===== config.mk =====
export PLATFORM = sky130hd
export DESIGN_NAME = seq_core
export DESIGN_NICKNAME = d
export VERILOG_FILES = /design/src/rtl/seq_pkg.sv /design/src/rtl/seq_decode.sv /design/src/rtl/seq_regfile.sv /design/src/rtl/seq_muldiv.sv /design/src/rtl/seq_core.sv
export SDC_FILE = /design/constraint.sdc
export NUM_CORES = 2
export LEC_CHECK = 0
export BUFFER_PORTS_ARGS = -buffer_cell sky130_fd_sc_hd__buf_2
export CAP_MARGIN = 20
export CORE_UTILIZATION = 55
export CTS_CLUSTER_DIAMETER = 200
export DETAILED_ROUTE_END_ITERATION = 6
export GPL_TIMING_DRIVEN = 0
export PLACE_DENSITY_LB_ADDON = 0.15
export SLEW_MARGIN = 20
export SYNTH_ARGS = -nofsm -noshare
export SYNTH_HDL_FRONTEND = slang
export SYNTH_SLANG_ARGS = --single-unit

===== constraint.sdc =====
create_clock -name clk -period 3.9 [get_ports clk]
set_input_delay 0.39 -clock clk [delete_from_list [all_inputs] [get_ports clk]]
set_output_delay 0.39 -clock clk [all_outputs]
set_load 0.05 [all_outputs]

===== src/rtl/seq_pkg.sv =====
package seq_pkg;
    timeunit 1ns;
    timeprecision 1ps;

    localparam int XLEN   = 32;
    localparam int RIDX_W = 5;

    localparam logic [5:0] OPC_SPECIAL = 6'd0;
    localparam logic [5:0] OPC_BEQ     = 6'd4;
    localparam logic [5:0] OPC_LW      = 6'd35;
    localparam logic [5:0] OPC_SW      = 6'd43;
    localparam logic [5:0] FN_MULTU    = 6'd25;
    localparam logic [5:0] FN_DIVU     = 6'd27;
    localparam logic [5:0] FN_ADDU     = 6'd33;

    typedef enum logic [2:0] {
        ST_FETCH,
        ST_DEC,
        ST_RFETCH,
        ST_EXEC,
        ST_MREQ,
        ST_MRECV,
        ST_WBACK
    } stage_e;

    typedef enum logic [2:0] {
        OP_NOP,
        OP_ADDU,
        OP_BEQ,
        OP_LW,
        OP_SW,
        OP_MULTU,
        OP_DIVU
    } op_e;

    typedef struct packed {
        op_e               op;
        logic [RIDX_W-1:0] rs;
        logic [RIDX_W-1:0] rt;
        logic [RIDX_W-1:0] rd;
        logic [15:0]       imm;
    } dec_t;
endpackage


===== src/rtl/seq_decode.sv =====
module seq_decode
    import seq_pkg::*;
(
    input  logic [XLEN-1:0] instr,
    output dec_t            dec
);
    timeunit 1ns;
    timeprecision 1ps;

    always_comb begin
        dec.rs  = instr[25:21];
        dec.rt  = instr[20:16];
        dec.rd  = instr[15:11];
        dec.imm = instr[15:0];
        dec.op  = OP_NOP;
        case (instr[31:26])
            OPC_SPECIAL: begin
                // R-type forms with a nonzero shift amount are no-ops
                if (instr[10:6] == 5'd0) begin
                    case (instr[5:0])
                        FN_ADDU:  dec.op = OP_ADDU;
                        FN_MULTU: dec.op = OP_MULTU;
                        FN_DIVU:  dec.op = OP_DIVU;
                        default:  dec.op = OP_NOP;
                    endcase
                end
            end
            OPC_BEQ: dec.op = OP_BEQ;
            OPC_LW:  dec.op = OP_LW;
            OPC_SW:  dec.op = OP_SW;
            default: dec.op = OP_NOP;
        endcase
    end
endmodule


===== src/rtl/seq_regfile.sv =====
module seq_regfile #(
    parameter  int NREG = 32,
    parameter  int W    = 32,
    localparam int AW   = $clog2(NREG)
) (
    input  logic          clk,
    input  logic          rst,
    input  logic [AW-1:0] ra1,
    output logic [W-1:0]  rd1,
    input  logic [AW-1:0] ra2,
    output logic [W-1:0]  rd2,
    input  logic [AW-1:0] ra3,
    output logic [W-1:0]  rd3,
    input  logic          wr_en,
    input  logic [AW-1:0] wr_addr,
    input  logic [W-1:0]  wr_data
);
    timeunit 1ns;
    timeprecision 1ps;

    logic [W-1:0] regs_q [NREG];
    logic [W-1:0] regs_d [NREG];

    always_comb begin
        regs_d = regs_q;
        if (wr_en && (wr_addr != '0)) begin
            regs_d[wr_addr] = wr_data;
        end
    end

    always_ff @(posedge clk) begin
        if (rst) begin
            regs_q <= '{default: '0};
        end else begin
            regs_q <= regs_d;
        end
    end

    assign rd1 = regs_q[ra1];
    assign rd2 = regs_q[ra2];
    assign rd3 = regs_q[ra3];

    // register 0 never holds anything but zero
    a_r6_zero_reg_held: assert property (@(posedge clk) disable iff (rst)
        regs_q[0] == '0);
endmodule


===== src/rtl/seq_muldiv.sv =====
module seq_muldiv #(
    parameter  int W  = 32,
    localparam int CW = $clog2(W + 1)
) (
    input  logic         clk,
    input  logic         rst,
    input  logic         start,
    input  logic         is_div,
    input  logic [W-1:0] opa,
    input  logic [W-1:0] opb,
    output logic         busy,
    output logic [W-1:0] res_hi,
    output logic [W-1:0] res_lo
);
    timeunit 1ns;
    timeprecision 1ps;

    typedef struct packed {
        logic [W-1:0]  hi;
        logic [W-1:0]  lo;
        logic [W-1:0]  dvs;
        logic [CW-1:0] cnt;
        logic          div;
    } md_t;

    md_t        m_q, m_d;
    logic [W:0] shifted;
    logic [W:0] trial;
    logic [W:0] sum;

    always_comb begin
        m_d     = m_q;
        shifted = '0;
        trial   = '0;
        sum     = '0;
        if (start) begin
            m_d.hi  = '0;
            m_d.lo  = opa;
            m_d.dvs = opb;
            m_d.div = is_div;
            m_d.cnt = CW'(W);
        end else if (m_q.cnt != '0) begin
            m_d.cnt = m_q.cnt - 1'b1;
            if (m_q.div) begin
                // restoring step: partial remainder gains one dividend bit
                shifted = {m_q.hi, m_q.lo[W-1]};
                trial   = shifted - {1'b0, m_q.dvs};
                if (!trial[W]) begin
                    m_d.hi = trial[W-1:0];
                    m_d.lo = {m_q.lo[W-2:0], 1'b1};
                end else begin
                    m_d.hi = shifted[W-1:0];
                    m_d.lo = {m_q.lo[W-2:0], 1'b0};
                end
            end else begin
                // shift-add step on the low multiplier bit
                sum = {1'b0, m_q.hi} + (m_q.lo[0] ? {1'b0, m_q.dvs} : '0);
                {m_d.hi, m_d.lo} = {sum, m_q.lo[W-1:1]};
            end
        end
    end

    always_ff @(posedge clk) begin
        if (rst) begin
            m_q <= '0;
        end else begin
            m_q <= m_d;
        end
    end

    assign busy   = (m_q.cnt != '0);
    assign res_hi = m_q.hi;
    assign res_lo = m_q.lo;

    // a started operation is in progress on the following cycle
    a_r4_busy_after_start: assert property (@(posedge clk) disable iff (rst)
        start |=> busy);
    // no new operation starts while iterations remain
    a_r4_no_restart: assert property (@(posedge clk) disable iff (rst)
        start |-> !busy);
endmodule


===== src/rtl/seq_core.sv =====
module seq_core
    import seq_pkg::*;
#(
    parameter int          FETCH_CYC = 4,
    parameter int          RECV_CYC  = 4,
    parameter logic [31:0] RST_PC    = 32'h0,
    parameter int          CYC_W     = 16
) (
    input  logic              clk,
    input  logic              rst,
    output logic              mem_req,
    output logic              mem_we,
    output logic [31:0]       mem_addr,
    output logic [31:0]       mem_wdata,
    input  logic [31:0]       mem_rdata,
    output logic              retire,
    output logic [CYC_W-1:0]  instr_cycles,
    output logic [31:0]       pc,
    output logic [31:0]       hi,
    output logic [31:0]       lo,
    input  logic [4:0]        dbg_raddr,
    output logic [31:0]       dbg_rdata
);
    timeunit 1ns;
    timeprecision 1ps;

    localparam int MD_ITERS = XLEN;
    localparam int SPAN_A   = (FETCH_CYC > RECV_CYC) ? FETCH_CYC : RECV_CYC;
    localparam int SPAN     = (SPAN_A > MD_ITERS + 1) ? SPAN_A : MD_ITERS + 1;
    localparam int CNT_W    = $clog2(SPAN + 1);

    localparam logic [CNT_W-1:0] FETCH_LAST = CNT_W'(FETCH_CYC - 1);
    localparam logic [CNT_W-1:0] RECV_LAST  = CNT_W'(RECV_CYC - 1);
    localparam logic [CNT_W-1:0] MD_LAST    = CNT_W'(MD_ITERS);

    typedef struct packed {
        stage_e           stage;
        logic [CNT_W-1:0] cnt;
        logic [31:0]      pc;
        logic [31:0]      ir;
        dec_t             dec;
        logic [31:0]      opa;
        logic [31:0]      opb;
        logic [31:0]      alu;
        logic [31:0]      tgt;
        logic             taken;
        logic [31:0]      mdr;
        logic [31:0]      hi;
        logic [31:0]      lo;
        logic [CYC_W-1:0] icnt;
        logic             retire;
        logic [CYC_W-1:0] icyc;
    } core_t;

    core_t s_q, s_d;

    dec_t        dec_w;
    logic [31:0] rf_rd1, rf_rd2;
    logic        rf_we;
    logic [4:0]  rf_wa;
    logic [31:0] rf_wd;
    logic        md_start, md_busy;
    logic [31:0] md_hi, md_lo;
    logic [31:0] sext_imm;

    seq_decode i_dec (
        .instr (s_q.ir),
        .dec   (dec_w)
    );

    seq_regfile #(.NREG(32), .W(XLEN)) i_rf (
        .clk     (clk),
        .rst     (rst),
        .ra1     (s_q.dec.rs),
        .rd1     (rf_rd1),
        .ra2     (s_q.dec.rt),
        .rd2     (rf_rd2),
        .ra3     (dbg_raddr),
        .rd3     (dbg_rdata),
        .wr_en   (rf_we),
        .wr_addr (rf_wa),
        .wr_data (rf_wd)
    );

    seq_muldiv #(.W(XLEN)) i_md (
        .clk    (clk),
        .rst    (rst),
        .start  (md_start),
        .is_div (s_q.dec.op == OP_DIVU),
        .opa    (s_q.opa),
        .opb    (s_q.opb),
        .busy   (md_busy),
        .res_hi (md_hi),
        .res_lo (md_lo)
    );

    assign sext_imm = {{16{s_q.dec.imm[15]}}, s_q.dec.imm};

    always_comb begin
        s_d        = s_q;
        s_d.icnt   = s_q.icnt + 1'b1;
        s_d.retire = 1'b0;
        mem_req    = 1'b0;
        mem_we     = 1'b0;
        mem_addr   = s_q.pc;
        mem_wdata  = s_q.opb;
        rf_we      = 1'b0;
        rf_wa      = s_q.dec.rd;
        rf_wd      = s_q.alu;
        md_start   = 1'b0;

        case (s_q.stage)
            ST_FETCH: begin
                mem_req  = (s_q.cnt == '0);
                mem_addr = s_q.pc;
                if (s_q.cnt == FETCH_LAST) begin
                    s_d.ir    = mem_rdata;
                    s_d.cnt   = '0;
                    s_d.stage = ST_DEC;
                end else begin
                    s_d.cnt = s_q.cnt + 1'b1;
                end
            end
            ST_DEC: begin
                s_d.dec   = dec_w;
                s_d.stage = ST_RFETCH;
            end
            ST_RFETCH: begin
                s_d.opa   = rf_rd1;
                s_d.opb   = rf_rd2;
                s_d.stage = ST_EXEC;
            end
            ST_EXEC: begin
                s_d.taken = 1'b0;
                s_d.stage = ST_WBACK;
                case (s_q.dec.op)
                    OP_ADDU: s_d.alu = s_q.opa + s_q.opb;
                    OP_BEQ: begin
                        s_d.tgt   = s_q.pc + 32'd4 + {sext_imm[29:0], 2'b00};
                        s_d.taken = (s_q.opa == s_q.opb);
                    end
                    OP_LW, OP_SW: begin
                        s_d.alu   = s_q.opa + sext_imm;
                        s_d.stage = ST_MREQ;
                    end
                    OP_MULTU, OP_DIVU: begin
                        md_start = (s_q.cnt == '0);
                        if (s_q.cnt == MD_LAST) begin
                            s_d.cnt = '0;
                        end else begin
                            s_d.cnt   = s_q.cnt + 1'b1;
                            s_d.stage = ST_EXEC;
                        end
                    end
                    default: s_d.alu = '0;
                endcase
            end
            ST_MREQ: begin
                mem_req   = 1'b1;
                mem_addr  = s_q.alu;
                mem_we    = (s_q.dec.op == OP_SW);
                mem_wdata = s_q.opb;
                s_d.stage = ST_MRECV;
            end
            ST_MRECV: begin
                if (s_q.cnt == RECV_LAST) begin
                    s_d.mdr   = mem_rdata;
                    s_d.cnt   = '0;
                    s_d.stage = ST_WBACK;
                end else begin
                    s_d.cnt = s_q.cnt + 1'b1;
                end
            end
            ST_WBACK: begin
                case (s_q.dec.op)
                    OP_ADDU: begin
                        rf_we = 1'b1;
                        rf_wa = s_q.dec.rd;
                        rf_wd = s_q.alu;
                    end
                    OP_LW: begin
                        rf_we = 1'b1;
                        rf_wa = s_q.dec.rt;
                        rf_wd = s_q.mdr;
                    end
                    OP_MULTU: begin
                        s_d.hi = md_hi;
                        s_d.lo = md_lo;
                    end
                    OP_DIVU: begin
                        if (s_q.opb != '0) begin
                            s_d.hi = md_hi;
                            s_d.lo = md_lo;
                        end
                    end
                    default: rf_we = 1'b0;
                endcase
                s_d.pc     = s_q.taken ? s_q.tgt : (s_q.pc + 32'd4);
                s_d.retire = 1'b1;
                s_d.icyc   = s_q.icnt + 1'b1;
                s_d.icnt   = '0;
                s_d.cnt    = '0;
                s_d.stage  = ST_FETCH;
            end
            default: s_d.stage = ST_FETCH;
        endcase
    end

    always_ff @(posedge clk) begin
        if (rst) begin
            s_q       <= '0;
            s_q.stage <= ST_FETCH;
            s_q.pc    <= RST_PC;
        end else begin
            s_q <= s_d;
        end
    end

    assign retire       = s_q.retire;
    assign instr_cycles = s_q.icyc;
    assign pc           = s_q.pc;
    assign hi           = s_q.hi;
    assign lo           = s_q.lo;

    // retire never lasts two cycles
    a_r14_retire_one_cycle: assert property (@(posedge clk) disable iff (rst)
        retire |=> !retire);
    // memory requests are single-cycle pulses
    a_r8_req_pulse: assert property (@(posedge clk) disable iff (rst)
        mem_req |=> !mem_req);
    // the program counter moves only out of write-back
    a_r12_pc_hold: assert property (@(posedge clk) disable iff (rst)
        (s_q.stage != ST_WBACK) |=> $stable(pc));
    // the iterative unit has finished before its result is committed
    a_r4_md_finished: assert property (@(posedge clk) disable iff (rst)
        ((s_q.stage == ST_WBACK) &&
         ((s_q.dec.op == OP_MULTU) || (s_q.dec.op == OP_DIVU))) |-> !md_busy);
endmodule


# --- After elaboration in Yosys (flattened, before gate mapping) ---
# Index checks and enable logic that the tools add are counted.
classes:
  n_reduce_logical: 26
  eq_ne: 25
  muxes: 48
  add_sub_neg: 9
  n_lt_le_gt_ge: 5
  n_bitwise: 5
ops:
  columns: ["cell", "count"]
  rows:
  - ["$bwmux 1024", 1]
  - ["$bmux 32 s5", 3]
  - ["$mux 32", 14]
  - ["$mux 64", 3]
  - ["$demux 32 s5", 1]
  - ["$pmux 64 s2", 1]
  - ["$add 32x32->32", 3]
  - ["$pmux 32 s3", 1]
  - ["$add 32x32->33", 1]
  - ["$sub 33x32->33", 1]
  - ["$add 32x3->32 const B", 1]
  - ["$eq 32x32->1", 1]
  - ["$reduce_bool 32->1", 1]
  - ["$mux 6", 5]
  - ["$eq 6x6->1 const B", 4]
  - ["$ge 6x6->1 const B", 4]
  - ["$not 5->6", 4]
  - ["$eq 3x3->1 const B", 6]
  - ["$pmux 3 s6", 1]
  - ["$pmux 6 s3", 1]
  - ["$mux 17", 1]
  - ["$add 16x1->16 const B", 1]
  - ["$eq 3x2->1 const B", 4]
  - ["$eq 6x5->1 const B", 2]
  - ["28 further kinds", 53]
word_totals:
  inputBits: 39
  reg_bits: 1492
  out_inout_bits: 211

# --- Logic depth before layout (Yosys ltp) ---
depth:
  depth_word: 9
  ltp_mapped: 18

# --- Hierarchy ---
# Synthesis repeated with hierarchy kept, for this count alone.
hier_totals:
  hier_cells: 11615
  hier_area_um2: 90466.8
by_module_without_submodules:
  columns: ["module", "n_inst", "area_each_um2", "seq_area_each_um2", "cells_per_inst"]
  rows:
  - ["seq_regfile", 1, 61343.8, 20499.7, 8000]
  - ["seq_core", 1, 19698.9, 7307.0, 2411]
  - ["seq_muldiv", 1, 9068.7, 2062.0, 1156]
  - ["seq_decode", 1, 355.3, 0.0, 48]

# --- Worst setup path after synthesis ---
# No wires, ideal clock.
synth_timing:
  kind: "register -> register"
  startpoint: "register s_q[290] (netlist bit)"
  endpoint: "register s_q[193] (netlist bit)"
  path_stages_with_launch: 16
  arrival_time_ns: 4.022
  path_slack_ns: -0.238
  required_ns: 3.783
  setup_time_ns: 0.117
  n_path_buf: 2
  path_cell_list: "dfxtp_1 -> clkbuf_1 -> nor3b_1 -> a21oi_1 -> clkbuf_1 -> mux2_2 -> ha_1 -> a21o_1 -> a21o_1 -> a22oi_1 -> o211ai_1 -> a311oi_1 -> a21oi_1 -> o41ai_1 -> mux2i_1 -> nand2_1"
synth_between:
  elab_chain_len: 4
  elab_cells_between_ends: 11
  classes_between: "6 x eq/ne; 1 x mux; 1 x bitwise; 3 x reduce/logical"
synth_rtl:
  columns: ["item", "line_no", "rtl"]
  rows:
  - ["start: declaration", "seq_core.sv:55", "core_t s_q, s_d;"]
  - ["branches (longest 4 deep; another with $pmux 32 s3)", null, null]
# Several ways; the timed one is not identified.
# A chain may end at the register's enable or synchronous reset.

# --- Worst setup path after layout ---
layout_timing:
  startpoint: "register s_q[280] (netlist bit)"
  endpoint: "register s_q, in the netlist mem_wdata[24]"
layout_between:
  elab_chain_len: 4
layout_rtl:
  columns: ["item", "line_no", "rtl"]
  rows:
  - ["$not 5->6 (not written as such)", "seq_regfile.sv:40", "assign rd2 = regs_q[ra2];"]
  - ["$bmux 32 s5", "seq_regfile.sv:40", null]
  - ["$mux 32 (not written as such) (2 in a row)", "seq_regfile.sv:40", null]
# Every way passes these cells. The select of a mux whose other input is x is not followed.

==> summary.txt <==
Min path
  • Hold Path Origin: rst
  • Worst min path class: input port to flop

STA
  • Clock skew: 0.0421 ns
  • Setup violations, final: 56
  • Max-Slew Margin vs Limit: 12.9%
  • Final Max Slew Viols: 0
  • Final Cycle Share: 103%
  • Final min period: ~4.0 ns
  • Slew @ Worst Pin: 1.27 ns
  • Min Hold Slack: 0.335 ns
  • Worst setup margin: -0.134 ns
  • F_max: 248 MHz
  • RSZ-0062 raised after global routing: true
  • Final TNS setup: -1.81 ns
  • Hold Fails Final Rpt: 0

Route
  • Via density: 6.94
  • DRT Pass-1 Iters: 6
  • Post-DRT Antenna Nets: 0
  • Post-DR wirelength/cell: 33.8 um
  • Via count: 75780
  • DRT iter0 DRCs: roughly 10000
  • DRC Markers: 0
  • Post-Route WL: 369000 um

Logic synthesis
  • Commonest cells post-synth: dfxtp_1, nor2_1, mux4_2, a211oi_1, clkbuf_1
  • Most used DFF post-synth: dfxtp_1
  • Yosys top cell by area: dfxtp_1
  • Syn nets: 8425
  • Yosys reg bits: 1487
  • Synth async-reset ratio: 0%
  • Most common cell in the synthesized netlist: dfxtp_1
  • Cells after synthesis: between 8000 and 9000
  • Synth Warn #: 0
  • Share of the synthesized area in the top cell type: 34.4%
  • Post-synth EDFFs: 0
  • Unique masters post-synth: 92
  • Most area-consuming cells after synthesis: dfxtp_1, mux4_2, a211oi_1
  • Area of the mapped netlist: just under 90000 sq um
  • Mapped Avg Cell Area: between 10 and 15 sq um
  • Register area share after synthesis: 34.4%

Critical path
  • CP arrival: 4.72 ns
  • Delay of the slowest cell on the worst path: 0.70 ns
  • Cell Chain, Critical Path: buf_2 > clkbuf_2 > clkbuf_1 > mux4_2 > mux4_2 > mux2i_1 > a211oi_1
  • R2R Path Start: s_q[280]
  • Most frequent cell on the critical path: mux4_2
  • Kind of critical path: flop to flop
  • Critical path required time: 4.58 ns
  • Slowest CP cell: clkbuf_1
  • Worst Path Buf+Inv: 3
  • Critical Path Start: s_q[280]
  • CP max FO: 11
  • CP Capture Type: flop
  • Delay-heaviest family, CP: buffers and inverters
  • Startpoint types: flop

GRT
  • Global route hottest layer: met2
  • Grt met2 use: 70.9%
  • Initial antenna violation count: 20
  • GR Layer Usage met3: 14.0%
  • GRT Resource Usage Total: around 46%
  • First-pass GRT wire length: 515000 um
  • Vias in the first global route: a little over 70000
  • Largest net degree at the start of global routing: 23
  • Grt ovf: 0
  • Met1 usage: 55.3%

Status
  • Failing checks: negative setup slack
  • Status: finished, violations left

Placed design
  • Port bufs: 244
  • Routability cong.: 1.06
  • Dpl ws: -1.18 ns
  • Dpl hpwl: 296000 um

Cells and area
  • Synthesis-to-layout area growth: 13.1%
  • Layout cells sized above 1: 27.3%
  • # nets final: 8913

CTS
  • Root Driver: clkbuf_16
  • Longest Clk Path Bufs: 3
  • Clock Latency Late Sink: approximately 0.86 ns
  • H-Tree Depth: 4
  • CTS sink count: 1487
  • CTS Buf Count: 165
  • Register clock-pin slew on the reported worst setup and hold paths: around 0.060 ns
  • CTS tree: done

Die
  • Chip width: ~400 um
  • Row cnt: 145
  • I/O pins: 250
  • Placeable Area: 156000 sq um
  • Die H: between 300 and 400 um
  • Initial Utilization: around 55%
  • Die ar.: ~160000 sq um

Power and ir drop
  • Register share of total power: 38.9%
  • Combinational power share: 22.2%
  • Clk pwr share: 38.8%
  • Max VDD drop: 442 uV
  • P_leak: approximately 33 nW
  • Switch Pwr: about 14 mW
  • Internal Pwr Total: 29.0 mW
  • Switching Share: 33.1%
  • PD cells: 443 nW/um^2

Job
  • MaxCap Viol Count: 0
flip-flops by register name (all words and copies together) (netlist names):
| name | flops |
|---|---|
| i_md.m_q | 39 |
| retire | 1 |
| instr_cycles | 16 |
| s_q | 215 |
| lo | 32 |
| i_md.res_hi | 32 |
| i_md.res_lo | 32 |
| i_rf.regs_q | 1024 |
| mem_wdata | 32 |
| pc | 32 |
| hi | 32 |
worst reg2reg max path, cell delays in order, from the launching register on:
cell	delay, ns
dfxtp_1	0.31
buf_2	0.42
clkbuf_2	0.67
clkbuf_1	0.72
mux4_2	0.47
mux4_2	0.48
mux2i_1	0.65
a211oi_1	0.17
cell type report:
type | instances | area [sq um]
inverters | 66 | 248
plain buffers | 971 | 4910
multi-input cells | 5708 | 52500
diodes | 12 | 30.0
flip-flops and latches | 1487 | 29800
repair buffers | 328 | 2010
well taps | 2058 | 2570
clock buffers | 225 | 4710
clock inverters | 69 | 1010
fillers | 12896 | 58400
power by group through the flow:
stage	Combinational [mW]	Sequential, mW	Clock (mW)
after global placement	9.16	17.1	0
after floorplan	6.83	16.5	0
after detailed placement	9.27	17.1	0
after CTS	9.37	16.8	16.7
final	9.63	16.9	16.8
after global routing	10.3	16.8	17.4
stage by stage:
stage	util [%]	cell area, sq um	power, mW	cells
5_1_grt	62.6	97700	44.5	10912
4_1_cts	62.3	97300	42.9	10895
3_3_place_gp	57.8	90300	26.2	10541
2_1_floorplan	-	86500	23.3	8239
3_5_place_dp	58.0	90500	26.4	10552
6_report	62.6	97800	43.3	10924
placed cells by master, fill, tap and decap left out, drive strengths merged, types with 20 or more instances in the layout:
cell type,synthesis,layout
mux2i,213,213
clkdlybuf4s15,0,22
xor2,75,75
xnor2,114,114
and3,25,25
nand2,514,514
ha,143,143
inv,66,72
a21o,68,68
nand2b,25,25
o21ai,107,107
mux2,82,82
nand3,62,62
buf,429,695
a21oi,337,337
and2,45,45
o211ai,56,56
dlygate4sd3,0,32
a22oi,22,22
nor2b,46,46
nor2,1346,1346
clkinv,0,36
clkbuf,549,774
dfxtp,1487,1487
nor4,20,20
a211oi,1100,1100
nand4,37,37
mux4,960,960
nor3,79,79
a31oi,35,35
final timing paths:
kind,endpoint,slack [ns],depth (start not counted)
hold reg to reg,s_q[278],0.44,2
setup / recovery,mem_wdata[24],-0.13,7
setup reg to reg,mem_wdata[24],-0.13,7
hold / removal,s_q[190],0.34,4
cells by family after synthesis:
logic type,after synthesis,share of synthesized area [%]
AO/OA/AOI/OAI,1862,16.1
adder cells (fa/ha/maj),147,2.16
flip-flops,1487,34.4
XOR/XNOR,189,1.91
multiplexers,1255,28.6
AND/OR/NAND/NOR,2255,11.2
buffers and inverters,1044,5.60
routing by layer:
layer / up-vias / part of all wire [%] / wire length [um]
li1: 32093 / - / -
met1: 37461 / 35 / 131000
met2: 5088 / 45 / 166000
met3: 1112 / 12 / 44500
met4: 26 / 7.4 / 27200
met5: - / 0.096 / 355
repair_timing:
item | CTS | global route
endpoints found under the hold margin | 64 | 0
hold buffers | 32 | 0
gates resized for setup | 161 | 98
pin swaps | 21 | 32
setup buffers | 22 | 18
setup endpoints to repair | 387 | 214
Power figures use the tool's default switching activity.
